--- src/rtl/irig_pkg.sv ---
package irig_pkg;

    typedef enum logic [1:0] {
        SYM_ZERO = 2'd0,
        SYM_ONE  = 2'd1,
        SYM_MARK = 2'd2,
        SYM_BAD  = 2'd3
    } sym_e;

    // symbol index kept as two decimal digits, 0..9 each
    localparam logic [3:0] DIGIT_LAST = 4'd9;
    // number of leading symbols holding the decoded time fields
    localparam int DATA_SPAN = 42;

endpackage

--- src/rtl/irig_tick_gen.sv ---
module irig_tick_gen #(
    parameter int CLKS_PER_UNIT = 10000
) (
    input  logic clk,
    input  logic rst_n,
    output logic tick
);

    generate
        if (CLKS_PER_UNIT <= 1) begin : g_direct
            logic unused_in;
            assign unused_in = clk ^ rst_n;
            assign tick      = 1'b1;
        end else begin : g_div
            localparam int DW = $clog2(CLKS_PER_UNIT);
            localparam logic [DW-1:0] TOP = DW'(CLKS_PER_UNIT - 1);

            typedef struct packed {
                logic [DW-1:0] cnt;
                logic          tick;
            } div_t;

            div_t div_d, div_q;

            always_comb begin
                div_d      = div_q;
                div_d.tick = 1'b0;
                if (div_q.cnt == TOP) begin
                    div_d.cnt  = '0;
                    div_d.tick = 1'b1;
                end else begin
                    div_d.cnt = div_q.cnt + 1'b1;
                end
            end

            always_ff @(posedge clk or negedge rst_n) begin
                if (!rst_n) div_q <= '0;
                else        div_q <= div_d;
            end

            assign tick = div_q.tick;
        end
    endgenerate

endmodule

--- src/rtl/irig_pulse_meter.sv ---
module irig_pulse_meter
    import irig_pkg::*;
#(
    parameter int W_ZERO = 20,
    parameter int W_ONE  = 50,
    parameter int W_MARK = 80,
    parameter int W_TOL  = 5
) (
    input  logic       clk,
    input  logic       rst_n,
    input  logic       tick,
    input  logic       lvl,
    output logic       rise,
    output logic       sym_vld,
    output logic [1:0] sym_kind
);

    localparam int CNT_W = $clog2(W_MARK + W_TOL + 2) + 1;
    localparam logic [CNT_W-1:0] CNT_MAX = {CNT_W{1'b1}};

    typedef struct packed {
        logic             lvl;
        logic [CNT_W-1:0] cnt;
        logic             vld;
        sym_e             kind;
    } meter_t;

    meter_t mtr_d, mtr_q;
    logic   fall;

    function automatic logic in_win(input logic [CNT_W-1:0] w, input int nom);
        return (int'(w) >= nom - W_TOL) && (int'(w) <= nom + W_TOL);
    endfunction

    function automatic sym_e classify(input logic [CNT_W-1:0] w);
        if (in_win(w, W_ZERO))      return SYM_ZERO;
        else if (in_win(w, W_ONE))  return SYM_ONE;
        else if (in_win(w, W_MARK)) return SYM_MARK;
        else                        return SYM_BAD;
    endfunction

    always_comb begin
        mtr_d     = mtr_q;
        mtr_d.lvl = lvl;
        mtr_d.vld = 1'b0;
        rise      = lvl & ~mtr_q.lvl;
        fall      = ~lvl & mtr_q.lvl;
        if (rise) begin
            mtr_d.cnt = CNT_W'(1);
        end else if (lvl && tick && (mtr_q.cnt != CNT_MAX)) begin
            mtr_d.cnt = mtr_q.cnt + 1'b1;
        end
        if (fall) begin
            mtr_d.vld  = 1'b1;
            mtr_d.kind = classify(mtr_q.cnt);
        end
    end

    always_ff @(posedge clk or negedge rst_n) begin
        if (!rst_n) mtr_q <= '{lvl: 1'b0, cnt: '0, vld: 1'b0, kind: SYM_ZERO};
        else        mtr_q <= mtr_d;
    end

    assign sym_vld  = mtr_q.vld;
    assign sym_kind = mtr_q.kind;

endmodule

--- src/rtl/irig_frame_sync.sv ---
module irig_frame_sync
    import irig_pkg::*;
(
    input  logic       clk,
    input  logic       rst_n,
    input  logic       rise,
    input  logic       sym_vld,
    input  logic [1:0] sym_kind,
    output logic       on_time,
    output logic [6:0] sec_bcd,
    output logic [6:0] min_bcd,
    output logic [5:0] hour_bcd,
    output logic [9:0] day_bcd,
    output logic       frame_valid,
    output logic       frame_err
);

    typedef struct packed {
        logic                 locked;
        logic                 prev_mark;
        logic [3:0]           tens;
        logic [3:0]           ones;
        logic [DATA_SPAN-1:0] bits;
        logic [1:0]           good;
        logic                 valid;
        logic                 err;
        logic                 strobe;
        logic [6:0]           sec;
        logic [6:0]           mins;
        logic [5:0]           hour;
        logic [9:0]           day;
    } sync_t;

    sync_t sync_d, sync_q;

    logic                 is_mark;
    logic                 is_bad;
    logic [3:0]           nx_tens;
    logic [3:0]           nx_ones;
    logic                 want_mark;
    logic                 in_span;
    logic                 at_end;
    logic                 last_idx;
    logic [DATA_SPAN-1:0] shifted;

    always_comb begin
        is_mark  = (sym_kind == SYM_MARK);
        is_bad   = (sym_kind == SYM_BAD);
        last_idx = (sync_q.tens == DIGIT_LAST) && (sync_q.ones == DIGIT_LAST);

        if (sync_q.ones == DIGIT_LAST) begin
            nx_ones = 4'd0;
            nx_tens = (sync_q.tens == DIGIT_LAST) ? 4'd0 : sync_q.tens + 4'd1;
        end else begin
            nx_ones = sync_q.ones + 4'd1;
            nx_tens = sync_q.tens;
        end
        want_mark = (nx_ones == DIGIT_LAST) || ((nx_ones == 4'd0) && (nx_tens == 4'd0));
        in_span   = (int'(nx_tens) * 10 + int'(nx_ones)) < DATA_SPAN;
        at_end    = (nx_tens == DIGIT_LAST) && (nx_ones == DIGIT_LAST);
        shifted   = {(sym_kind == SYM_ONE), sync_q.bits[DATA_SPAN-1:1]};

        sync_d        = sync_q;
        sync_d.strobe = rise && sync_q.locked && last_idx;

        if (sym_vld) begin
            if (!sync_q.locked) begin
                if (is_bad) begin
                    sync_d.err       = 1'b1;
                    sync_d.prev_mark = 1'b0;
                end else if (is_mark && sync_q.prev_mark) begin
                    sync_d.locked    = 1'b1;
                    sync_d.prev_mark = 1'b0;
                    sync_d.tens      = 4'd0;
                    sync_d.ones      = 4'd0;
                    sync_d.bits      = shifted;
                end else begin
                    sync_d.prev_mark = is_mark;
                end
            end else if (is_bad || (is_mark != want_mark)) begin
                sync_d.locked    = 1'b0;
                sync_d.prev_mark = is_mark;
                sync_d.err       = 1'b1;
                sync_d.good      = 2'd0;
                sync_d.valid     = 1'b0;
            end else begin
                sync_d.tens = nx_tens;
                sync_d.ones = nx_ones;
                if (in_span) begin
                    sync_d.bits = shifted;
                end
                if (at_end) begin
                    sync_d.sec   = {sync_q.bits[8:6], sync_q.bits[4:1]};
                    sync_d.mins  = {sync_q.bits[17:15], sync_q.bits[13:10]};
                    sync_d.hour  = {sync_q.bits[26:25], sync_q.bits[23:20]};
                    sync_d.day   = {sync_q.bits[41:40], sync_q.bits[38:35], sync_q.bits[33:30]};
                    sync_d.good  = (sync_q.good == 2'd2) ? 2'd2 : sync_q.good + 2'd1;
                    sync_d.valid = (sync_q.good != 2'd0);
                    sync_d.err   = 1'b0;
                end
            end
        end
    end

    always_ff @(posedge clk or negedge rst_n) begin
        if (!rst_n) sync_q <= '0;
        else        sync_q <= sync_d;
    end

    assign on_time     = sync_q.strobe;
    assign sec_bcd     = sync_q.sec;
    assign min_bcd     = sync_q.mins;
    assign hour_bcd    = sync_q.hour;
    assign day_bcd     = sync_q.day;
    assign frame_valid = sync_q.valid;
    assign frame_err   = sync_q.err;

endmodule

--- src/rtl/irig_b_decoder.sv ---
module irig_b_decoder #(
    parameter int CLKS_PER_UNIT = 10000,
    parameter int W_ZERO        = 20,
    parameter int W_ONE         = 50,
    parameter int W_MARK        = 80,
    parameter int W_TOL         = 5
) (
    input  logic       clk,
    input  logic       rst_n,
    input  logic       irig_in,
    output logic       sym_valid,
    output logic [1:0] sym_kind,
    output logic       on_time,
    output logic [6:0] sec_bcd,
    output logic [6:0] min_bcd,
    output logic [5:0] hour_bcd,
    output logic [9:0] day_bcd,
    output logic       frame_valid,
    output logic       frame_err
);

    logic unit_tick;
    logic lvl_rise;

    irig_tick_gen #(
        .CLKS_PER_UNIT(CLKS_PER_UNIT)
    ) u_tick (
        .clk  (clk),
        .rst_n(rst_n),
        .tick (unit_tick)
    );

    irig_pulse_meter #(
        .W_ZERO(W_ZERO),
        .W_ONE (W_ONE),
        .W_MARK(W_MARK),
        .W_TOL (W_TOL)
    ) u_meter (
        .clk     (clk),
        .rst_n   (rst_n),
        .tick    (unit_tick),
        .lvl     (irig_in),
        .rise    (lvl_rise),
        .sym_vld (sym_valid),
        .sym_kind(sym_kind)
    );

    irig_frame_sync u_sync (
        .clk        (clk),
        .rst_n      (rst_n),
        .rise       (lvl_rise),
        .sym_vld    (sym_valid),
        .sym_kind   (sym_kind),
        .on_time    (on_time),
        .sec_bcd    (sec_bcd),
        .min_bcd    (min_bcd),
        .hour_bcd   (hour_bcd),
        .day_bcd    (day_bcd),
        .frame_valid(frame_valid),
        .frame_err  (frame_err)
    );

endmodule

--- config.mk ---
export PLATFORM = sky130hd
export DESIGN_NAME = irig_b_decoder
export DESIGN_NICKNAME = d
export VERILOG_FILES = /design/src/rtl/irig_pkg.sv /design/src/rtl/irig_tick_gen.sv /design/src/rtl/irig_pulse_meter.sv /design/src/rtl/irig_frame_sync.sv /design/src/rtl/irig_b_decoder.sv
export SDC_FILE = /design/constraint.sdc
export NUM_CORES = 1
export LEC_CHECK = 0
export BUFFER_PORTS_ARGS = -buffer_cell sky130_fd_sc_hd__buf_2
export CELL_PAD_IN_SITES_DETAIL_PLACEMENT = 0
export CELL_PAD_IN_SITES_GLOBAL_PLACEMENT = 1
export CORE_AREA = 2 2 128 93
export DETAILED_ROUTE_END_ITERATION = 6
export DIE_AREA = 0 0 130 95
export PLACE_DENSITY = 0.86
export SLEW_MARGIN = 20
export SYNTH_ARGS = -nofsm -noshare
export SYNTH_HDL_FRONTEND = slang
export SYNTH_SLANG_ARGS = --single-unit
export TNS_END_PERCENT = 100
--- constraint.sdc ---
create_clock -name clk -period 8.8 [get_ports clk]
set_clock_uncertainty 0.2 [all_clocks]
set_input_delay 0.44 -clock clk [delete_from_list [all_inputs] [get_ports clk]]
set_output_delay 0.44 -clock clk [all_outputs]
set_load 0.02 [all_outputs]
==> results of run 1 <==
## per-stage QoR
step           setup WS (ns)  std cells  hold slack (ns)  instance area, sq um
2_1_floorplan          4.767        473         -0.05559                  5767
3_3_place_gp           4.318        620           0.2242                  5819
3_5_place_dp           4.191        620           0.2320                  5819
4_1_cts                4.170        654           0.2906                  6420
5_1_grt                3.894        654           0.3179                  6420
6_report               4.125        654           0.2864                  6420
## power by group through the flow
| stage | clock network, mW | registers, mW | logic, mW |
|---|---|---|---|
| 2_1_floorplan | 0 | 0.542 | 0.0439 |
| 3_3_place_gp | 0 | 0.551 | 0.0511 |
| 3_5_place_dp | 0 | 0.552 | 0.0530 |
| 4_1_cts | 0.680 | 0.543 | 0.0539 |
| 5_1_grt | 0.707 | 0.544 | 0.0598 |
| 6_report | 0.665 | 0.543 | 0.0534 |
## kinds of logic after synthesis
logic type | after synthesis | synth area share
muxes | 82 | 0.1853
buffers and inverters | 67 | 0.07268
xor gates and xnor gates | 21 | 0.03189
DFF | 113 | 0.4903
AOI/OAI and AO/OA | 52 | 0.06813
adders and majority gates | 18 | 0.04122
and+or+nand+nor | 120 | 0.1104
## cell usage after synthesis (6+ instances only)
| cell type | instances |
|---|---|
| o21ai_0 | 13 |
| a21oi_1 | 8 |
| xnor2_1 | 10 |
| mux2_2 | 38 |
| dfrtp_1 | 113 |
| buf_2 | 7 |
| nand3_1 | 13 |
| nor3_1 | 8 |
| nand2_1 | 33 |
| ha_1 | 15 |
| clkbuf_1 | 6 |
| nor2b_1 | 6 |
| xor2_1 | 11 |
| inv_1 | 16 |
| buf_4 | 32 |
| nor2_1 | 26 |
| mux2_4 | 40 |
## registers in the layout (all words and copies together), names as in the netlist
register,cells
u_sync.hour_bcd,6
u_sync.on_time,1
u_meter.sym_kind,2
u_sync.sync_q,12
u_sync.frame_valid,1
u_sync.sec_bcd,7
u_meter.sym_vld,1
u_sync.min_bcd,7
u_sync.day_bcd,10
u_sync.shifted,41
u_tick.g_div.div_q,14
u_sync.frame_err,1
u_meter.mtr_q,9
u_tick.tick,1
## routing by layer
metal	vias to the layer above	track usage	wire length (um)
met5	-	0	0
met4	0	0.05914	129
met3	15	0.06006	454
met2	65	0.2622	4481
met1	1739	0.2537	5065
li1	1646	-	-
## worst paths after layout
| kind | slack [ns] | depth (start not counted) | from | endpoint |
|---|---|---|---|---|
| max | 4.13 | 14 | u_sync.sync_q[81]$_DFFE_PN0P_ | u_sync.shifted[5]$_DFFE_PN0P_ |
| min | 0.29 | 1 | u_tick.g_div.div_q[1]$_DFF_PN0_ | u_tick.g_div.div_q[1]$_DFF_PN0_ |
| max reg2reg | 4.13 | 14 | u_sync.sync_q[81]$_DFFE_PN0P_ | u_sync.shifted[5]$_DFFE_PN0P_ |
| min reg2reg | 0.29 | 1 | u_tick.g_div.div_q[1]$_DFF_PN0_ | u_tick.g_div.div_q[1]$_DFF_PN0_ |
| max in group asynchronous | 6.76 | 3 | rst_n | u_sync.shifted[5]$_DFFE_PN0P_ |
| min in group asynchronous | 0.34 | 2 | rst_n | u_meter.sym_kind[1]$_DFFE_PN0P_ |
## cell type report
| type | count | area [sq um] |
|---|---|---|
| clock inverter | 12 | 133.9 |
| multi-input combinational | 293 | 2520 |
| fill | 912 | 4852 |
| clock buffer | 20 | 446.7 |
| timing repair buffer | 43 | 235.2 |
| tap | 157 | 196.4 |
| sequential | 113 | 2828 |
| inverter | 16 | 60.06 |
==> impl_results.md, run 1 <==
- Psw: around 0.29 mW
- IO buf count: 38
- H-tree levels: 4
- Crit-path slowest cell: fa_1
- Clock sinks: 113
- Setup bufs post-CTS: 0
- Period minus WS final: around 4.7 ns
- Crit share post-route: 0.5312
- Final Wtd Congestion: roughly 0.8
- Total CTS buffers: 17
- Worst slew pin tran: 0.9313 ns
- Final count of pins violating max slew: 0
- Synth area leader: dfrtp_1
- # resized after CTS: 0
- N_diodes: 0
- Area growth syn-to-layout: 11.33%
- Via density: 5.298
- RSZ-0062 raised after global routing: false
- Post-route DRC: 0
- Final Hold Viols: 0
- Die ar.: roughly 12,000 sq um
- FF+latch count, synth: 113
- HPWL after DPL: between 6 and 7 mm
- Logic gate share of total power: 0.042
- Relative slew margins: 0.3791
- Top delay family on crit path: adder cells
- Setup TNS: 0 ns
- Switching part of the total: 0.2282
- Die width: 130 um
- Power Density: 196.4 nW/um^2
- Post-DR wirelength/cell: 15.49 um
- Synthesized instance count: 473
- Part of the power in registers: 0.431
- Status: completed
- Endpoints failing setup: 0
- Async SR Flop Fraction: 1.000
- Share of cells above drive strength 1: 0.3239
- CP Cell Sequence: ha_1 > nor2b_1 > a311oi_1 > a211o_2 > ha_1 > ha_1 > fa_1 > nand2_1 > nor3_1 > nand2b_4 > a311oi_4 > a31oi_4 > buf_4 > mux2_4
- Synth warn: 0
- Max incr delay on CP: 0.56 ns
- TritonCTS clock tree: done
- Crit path top cell by count: ha_1
- Required @ worst endpoint: 8.89 ns
- Worst Hold Class: reg2reg
- Net Count, Synth: 493
- Most frequent cells in the layout: 113 x dfrtp_1, 40 x mux2_4, 38 x mux2_2
- Top_reg_cell synth: dfrtp_1
- Buffer and inverter count on the worst path: 1
- Number of global-route vias before repair: 3,344
- Std-Cell Rows: 33
- Initial antenna violation count: 0
- Core footprint: roughly 11,000 sq um
- Yosys cell types: 57
- Routed wire length: 10.13 mm
- Count of antenna-violating nets left after detailed routing: 0
- Number of synthesized flops with an enable pin: 0
- Synthesized cell area: 5767 sq um
- Root buffer cell: clkbuf_16
- GR Overflow Total: 0
- Mapped Avg Cell Area: about 12 sq um
- Fin util: 0.5695
- Clk pin slew, worst setup/hold paths: 0.06 ns
- CTS Hold Buffers Added: 2
- I/O pins: 39
- Maximum number of pins on one net before global-route repair: 78
- Leak: 3.325 nW
- Max-capacitance violation count: 0
- Crit-path max FO: 40
- Initial DRC count: 153
- Tot Pwr: 1.261 mW
- CP startpoint kind: flip-flop
- Starting Density: 0.5116
- Clock power frac: 0.527
- Synth area leaders: dfrtp_1 49%, mux2_4 10%, mux2_2 7.4%
- Fmax: 213.9 MHz
- Critical path class: reg2reg
- Drt first pass iters: 4
- Crit end category: flip-flop
- Final net count: 504
- Die height: 95 um
- Max clock buf depth: 2
- Top cell type's share of synthesized area: 0.4903
- Tot GR Track Use: 0.1801
- First-pass GRT wire length: 16.91 mm
- CP Data Arrival Time: 4.77 ns
- Commonest non-fill, non-tap cell in the layout: dfrtp_1
- Pint: between 0.9 and 1 mW
- Routed via count: 3,465
- Post-synthesis sequential area ratio: 0.4903
- Worst VDD drop: 0.1589 mV
- Clk_lat worst skew: between 0.4 and 0.5 ns
Power figures use the tool's default switching activity.
==> inputs of run 2 (changes only) <==
CORE_AREA = 2 2 133 96   (was 2 2 128 93)
DIE_AREA = 0 0 135 98   (was 0 0 130 95)
PLACE_DENSITY = 0.81   (was 0.86)
clock period = 4.9 ns   (was 8.8 ns; I/O delays follow)
==> run 2 against run 1 <==
Net effect:
- clock power increased by 76%
- power increased by 77%
- final cell count increased by 1.1%
- critical path type unchanged
- highest routed layer unchanged
==> impl_results.md, run 2 (synthesis results as in run 1) <==
- Worst Hold Class: in2async
- Starting Density: 0.4773 (-0.03428)
- RSZ-0062 raised after global routing: false
- Initial DRC count: 254 (+66%)
- Setup TNS: 0 ns (unchanged)
- Clk_lat worst skew: 0.41 ns (about the same)
- Max clock buf depth: 2 (unchanged)
- Crit path top cell by count: ha_1
- Crit-path max FO: 29 (-28%)
- N_diodes: 0 (unchanged)
- Fmax: 214.9 MHz (+0.44%)
- Number of global-route vias before repair: 3,568 (+6.7%)
- CP Cell Sequence: ha_1 > nor2b_1 > a311oi_1 > a211o_2 > ha_1 > ha_1 > fa_1 > a22o_1 > a211oi_1 > a311oi_4 > a31oi_4 > buf_12 > mux2_4
- R2r startpoint: u_sync.sync_q[81]$_DFFE_PN0P_
- Part of the power in registers: 0.435 (+0.004)
- Commonest non-fill, non-tap cell in the layout: dfrtp_1
- Worst VDD drop: 0.2641 mV (+66%)
- Worst slew pin tran: 1.069 ns (+0.1376 ns)
- I/O pins: 39 (unchanged)
- Final count of pins violating max slew: 0 (unchanged)
- IO buf count: 38 (unchanged)
- Placed Instances: 627 (+1.1%)
- Fin util: 0.5338 (-0.03578)
- R2R Setup Slk: 0.25 ns (-3.88 ns)
- GR Overflow Total: 0 (unchanged)
- Tot Pwr: 2.235 mW (+77%)
- Relative slew margins: 0.2854 (-0.09370)
- Final net count: 506 (+0.40%)
- Critical path class: reg2reg
- Buffer and inverter count on the worst path: 1 (unchanged)
- Power Density: 346.7 nW/um^2 (+76%)
- Clock sinks: 113 (unchanged)
- Final Wtd Congestion: 0.8253 (+2.7%)
- Status: completed
- Routed wire length: 10.35 mm (+2.2%)
- CP Data Arrival Time: 4.74 ns (-0.03 ns)
- Via density: 5.269 (-0.55%)
- Root buffer cell: clkbuf_16
- HPWL after DPL: 7.037 mm (+3.2%)
- Count of antenna-violating nets left after detailed routing: 0 (unchanged)
- Final Hold Viols: 0 (unchanged)
- Max incr delay on CP: 0.54 ns (-0.02 ns)
- R2r endpoint: u_sync.shifted[5]$_DFFE_PN0P_
- Total CTS buffers: 17 (unchanged)
- Crit end category: flip-flop
- Psw: 0.5348 mW (+86%)
- Area of placed instances: 5853 sq um (+0.58%)
- Die width: 135 um (+3.8%)
- Pre-CTS WS: 0.2267 ns (-3.965 ns)
- Clk pin slew, worst setup/hold paths: 0.06 ns (about the same)
- Tot GR Track Use: 0.1728 (-0.007321)
- Crit-path slowest cell: a31oi_4
- Final WS setup: 0.2458 ns (-3.879 ns)
- Final std cells w/o fill: 661 (+1.1%)
- Endpoints failing setup: 0 (unchanged)
- CP startpoint kind: flip-flop
- Area growth syn-to-layout: 11.82%
- Hold slack: 0.2696 ns (-0.01686 ns)
- Finished Cell Area: 6449 sq um (+0.45%)
- Share of cells above drive strength 1: 0.3327 (+0.008722)
- Post-DR wirelength/cell: 15.66 um (+1.1%)
- First-pass GRT wire length: 17.82 mm (+5.4%)
- Worst Reg-to-Reg Cells: 13 (-1)
- Drt first pass iters: 4 (unchanged)
- H-tree levels: 4 (unchanged)
- Die ar.: 13,230 sq um (+7.1%)
- Routed via count: 3,483 (+0.52%)
- Top delay family on crit path: compound AO/OA/AOI/OAI gates
- Period minus WS final: 4.654 ns (-0.02063 ns)
- TritonCTS clock tree: done
- Core footprint: 12,080 sq um (+7.2%)
- Std-Cell Rows: 34 (+3.0%)
- Required @ worst endpoint: 4.99 ns (-3.90 ns)
- Initial antenna violation count: 0 (unchanged)
- Most frequent cells in the layout: 113 x dfrtp_1, 40 x mux2_4, 38 x mux2_2
- Switching part of the total: 0.2392 (+0.01099)
- Pint: 1.701 mW (+75%)
- Die height: 98 um (+3.2%)
- Maximum number of pins on one net before global-route repair: 71 (-9.0%)
- Clock power frac: 0.522 (-0.005)
- Max-capacitance violation count: 0 (unchanged)
- Post-route DRC: 0 (unchanged)
- Leak: 3.342 nW (+0.50%)
- Max reg flops: 41 (unchanged)
- Logic gate share of total power: 0.043 (about the same)
- Crit share post-route: 0.9498 (+0.4186)
run 2: per-layer routing:
| metal | vias to the layer above | track usage | share of wire | wire (um) |
|---|---|---|---|---|
| met1 | 1740 | 0.2332 | 0.47 | 4849 |
| met4 | 0 | 0.05929 | 0.015 | 152 |
| met3 | 17 | 0.05659 | 0.051 | 526 |
| met5 | - | 0 | 0 | 0 |
| met2 | 72 | 0.2640 | 0.47 | 4825 |
| li1 | 1654 | - | - | - |
run 2: worst max path at each step:
stage,startpoint,end,slack [ns],cells after the start
floorplan,u_sync.sync_q[82]$_DFFE_PN0P_,u_sync.shifted[0]$_DFFE_PN0P_,0.87,15
global placement,u_sync.sync_q[81]$_DFFE_PN0P_,u_sync.shifted[0]$_DFFE_PN0P_,0.37,13
detailed placement,u_sync.sync_q[81]$_DFFE_PN0P_,u_sync.shifted[0]$_DFFE_PN0P_,0.23,14
CTS,u_sync.sync_q[81]$_DFFE_PN0P_,u_sync.shifted[5]$_DFFE_PN0P_,0.19,14
global route,u_sync.sync_q[82]$_DFFE_PN0P_,u_sync.shifted[3]$_DFFE_PN0P_,0.01,14
finish,u_sync.sync_q[81]$_DFFE_PN0P_,u_sync.shifted[5]$_DFFE_PN0P_,0.25,13
run 2: power groups by stage:
stage          registers, mW  logic, mW  clock network (mW)
4_1_cts                0.973     0.0979                1.19
2_1_floorplan          0.974     0.0788                   0
3_3_place_gp           0.989     0.0934                   0
5_1_grt                0.976      0.108                1.24
3_5_place_dp           0.989     0.0956                   0
6_report               0.973     0.0950                1.17
run 2: timing repair:
item                       CTS  global route
resized for setup            0             1
hold endpoints to repair    71             0
hold buffers                 2             0
buffers inserted             0             0
setup endpoints to repair    0            29
run 2: area by class of cell:
class	count	area, sq um
Multi-Input combinational cell	293	2525
Sequential cell	113	2828
Inverter	16	60.06
Tap cell	162	202.7
Clock buffer	18	439.2
Fill cell	1032	5633
Clock inverter	14	131.4
Timing Repair Buffer	45	262.8
==> inputs of run 3 (changes only) <==
clock period = 5.3 ns   (was 4.9 ns; I/O delays follow)
==> run 3 against run 2 <==
Net effect:
- utilization down 0.19 points
- largest cell class unchanged
- sequential cell count unchanged
- worst hold slack better by 0.013 ns
- clock-buffer cell count unchanged
- design area down 0.35%
- die area unchanged
- via count down 0.78%
- power down 7.6%
- highest routed layer unchanged
- first-iteration DRC count down 9.1%
- fmax down 5.2%
- critical endpoint is now u_sync.shifted[18]$_DFFE_PN0P_
- non-clock buffer count down 1
==> impl_results.md, run 3 (synthesis results as in run 1) <==
- Relative slew margins: 0.3972 (+0.1118)
- TritonCTS clock tree: done
- Setup bufs post-CTS: 0 (unchanged)
- Std-Cell Rows: 34 (unchanged)
- Crit end category: flip-flop
- Die width: 135 um (unchanged)
- CP Data Arrival Time: 5.00 ns (+0.26 ns)
- Required @ worst endpoint: 5.39 ns (+0.40 ns)
- Final Hold Viols: 0 (unchanged)
- Max reg flops: 41 (unchanged)
- CTS Hold Buffers Added: 2 (unchanged)
- Worst slew pin tran: 0.9042 ns (-0.1647 ns)
- Setup TNS: 0 ns (unchanged)
- Area growth syn-to-layout: 11.43%
- Max-capacitance violation count: 0 (unchanged)
- First-pass GRT wire length: 17.90 mm (+0.43%)
- Initial antenna violation count: 0 (unchanged)
- Clk pin slew, worst setup/hold paths: 0.06 ns (about the same)
- # resized after CTS: 0 (unchanged)
- N_diodes: 0 (unchanged)
- Period minus WS final: 4.910 ns (+0.2554 ns)
- IO buf count: 38 (unchanged)
- Leak: 3.332 nW (-0.30%)
- Drt first pass iters: 5 (+1)
- Crit share post-route: 0.9263 (-0.02350)
- Starting Density: 0.4773 (unchanged)
- Via density: 5.236 (-0.62%)
- Worst Hold Class: reg2reg
- Final Wtd Congestion: 0.8742 (+5.9%)
- Routed via count: 3,456 (-0.78%)
- Max clock buf depth: 2 (unchanged)
- Commonest non-fill, non-tap cell in the layout: dfrtp_1
- Crit-path slowest cell: a31oi_4
- Initial DRC count: 231 (-9.1%)
- Final net count: 505 (-0.20%)
- Crit-path max FO: 23 (-21%)
- Tot GR Track Use: 0.1720 (-0.0008004)
- GR Overflow Total: 0 (unchanged)
- Final WS setup: 0.3905 ns (+0.1446 ns)
- Pre-CTS WS: 0.4879 ns (+0.2612 ns)
- Most frequent cells in the layout: 113 x dfrtp_1, 40 x mux2_4, 38 x mux2_2
- Share of cells above drive strength 1: 0.3273 (-0.005356)
- I/O pins: 39 (unchanged)
- Max incr delay on CP: 0.77 ns (+0.23 ns)
- Worst VDD drop: 0.2236 mV (-15%)
- Clk_lat worst skew: 0.41 ns (about the same)
- Post-DR wirelength/cell: 15.84 um (+1.1%)
- Maximum number of pins on one net before global-route repair: 62 (-13%)
- Power Density: 321.4 nW/um^2 (-7.3%)
- Crit path top cell by count: ha_1
- Final count of pins violating max slew: 0 (unchanged)
- CP startpoint kind: flip-flop
- Root buffer cell: clkbuf_16
- Core footprint: 12,080 sq um (unchanged)
- Total CTS buffers: 17 (unchanged)
- Clock sinks: 113 (unchanged)
- Count of antenna-violating nets left after detailed routing: 0 (unchanged)
- Status: completed
- CP Cell Sequence: ha_1 > nand3b_1 > nand2_1 > o22ai_1 > ha_1 > ha_1 > fa_1 > a22o_1 > a211oi_1 > a311oi_4 > a31oi_4 > buf_12 > mux2_4
- H-tree levels: 4 (unchanged)
- Die height: 98 um (unchanged)
- Fmax: 203.7 MHz (-5.2%)
- RSZ-0062 raised after global routing: false
- HPWL after DPL: 6.816 mm (-3.1%)
- Post-route DRC: 0 (unchanged)
- Number of global-route vias before repair: 3,488 (-2.2%)
- Critical path class: reg2reg
- Endpoints failing setup: 0 (unchanged)
- Die ar.: 13,230 sq um (unchanged)
- Routed wire length: 10.46 mm (+0.99%)
## run 3: cell types whose count changed in the layout (fill, tap and decap cells not counted), sizes merged
cell | previous run | this run
buf | 43 | 42
clkinv | 5 | 4
inv | 20 | 21
## run 3: worst max-delay path: cells and delay by family, from the launching register on
family | cells | cell delay, ns
AND/OR/NAND/NOR | 2 | 0.26
flip-flops | 1 | 0.49
AO/OA/AOI/OAI | 5 | 1.86
adder cells (fa/ha/maj) | 4 | 1.33
buffers and inverters | 1 | 0.30
multiplexers | 1 | 0.32
## run 3: metal layers
| metal | track usage | vias to the layer above | wire length, um | share of wire |
|---|---|---|---|---|
| li1 | - | 1646 | - | - |
| met1 | 0.2547 | 1721 | 5297 | 0.51 |
| met2 | 0.2460 | 83 | 4607 | 0.44 |
| met3 | 0.04881 | 6 | 495 | 0.047 |
| met4 | 0.05128 | 0 | 55 | 0.0053 |
| met5 | 0 | - | 0 | 0 |
## run 3: report_power, final
group	switching (mW)	total, mW	internal, mW
sequential	0.0179	0.894	0.876
combinational	0.0606	0.0990	0.0384
clock	0.422	1.07	0.650
total	0.501	2.07	1.56
## run 3: area by class of cell
type	count	area, sq um
clock buffers	18	429.2
clock inverters	14	131.4
fillers	1032	5655
inverters	16	60.06
multi-input cells	293	2520
flip-flops and latches	113	2828
well taps	162	202.7
repair buffers	44	255.2
## run 3: path summary, 6_finish.rpt
path	from	to	slack [ns]	cells after the start
worst max register to register	u_sync.sync_q[81]$_DFFE_PN0P_	u_sync.shifted[18]$_DFFE_PN0P_	0.39	13
min in group asynchronous	rst_n	u_sync.sync_q[78]$_DFFE_PN0P_	0.29	2
worst min-delay path	u_tick.g_div.div_q[1]$_DFF_PN0_	u_tick.g_div.div_q[1]$_DFF_PN0_	0.28	1
max in group asynchronous	rst_n	u_sync.shifted[9]$_DFFE_PN0P_	3.45	3
worst min register to register	u_tick.g_div.div_q[1]$_DFF_PN0_	u_tick.g_div.div_q[1]$_DFF_PN0_	0.28	1
worst max-delay path	u_sync.sync_q[81]$_DFFE_PN0P_	u_sync.shifted[18]$_DFFE_PN0P_	0.39	13
## run 3: metrics by stage
stage               area [sq um]  std cells  hold WS, ns    util  total power [mW]
floorplan                   5767        473      -0.2306       -            0.9730
global placement            5846        626       0.2023  0.4838             1.006
detailed placement          5846        626       0.2118  0.4838             1.009
CTS                         6426        660       0.2856  0.5319             2.090
global route                6426        660       0.3112  0.5319             2.156
finish                      6426        660       0.2829  0.5319             2.065
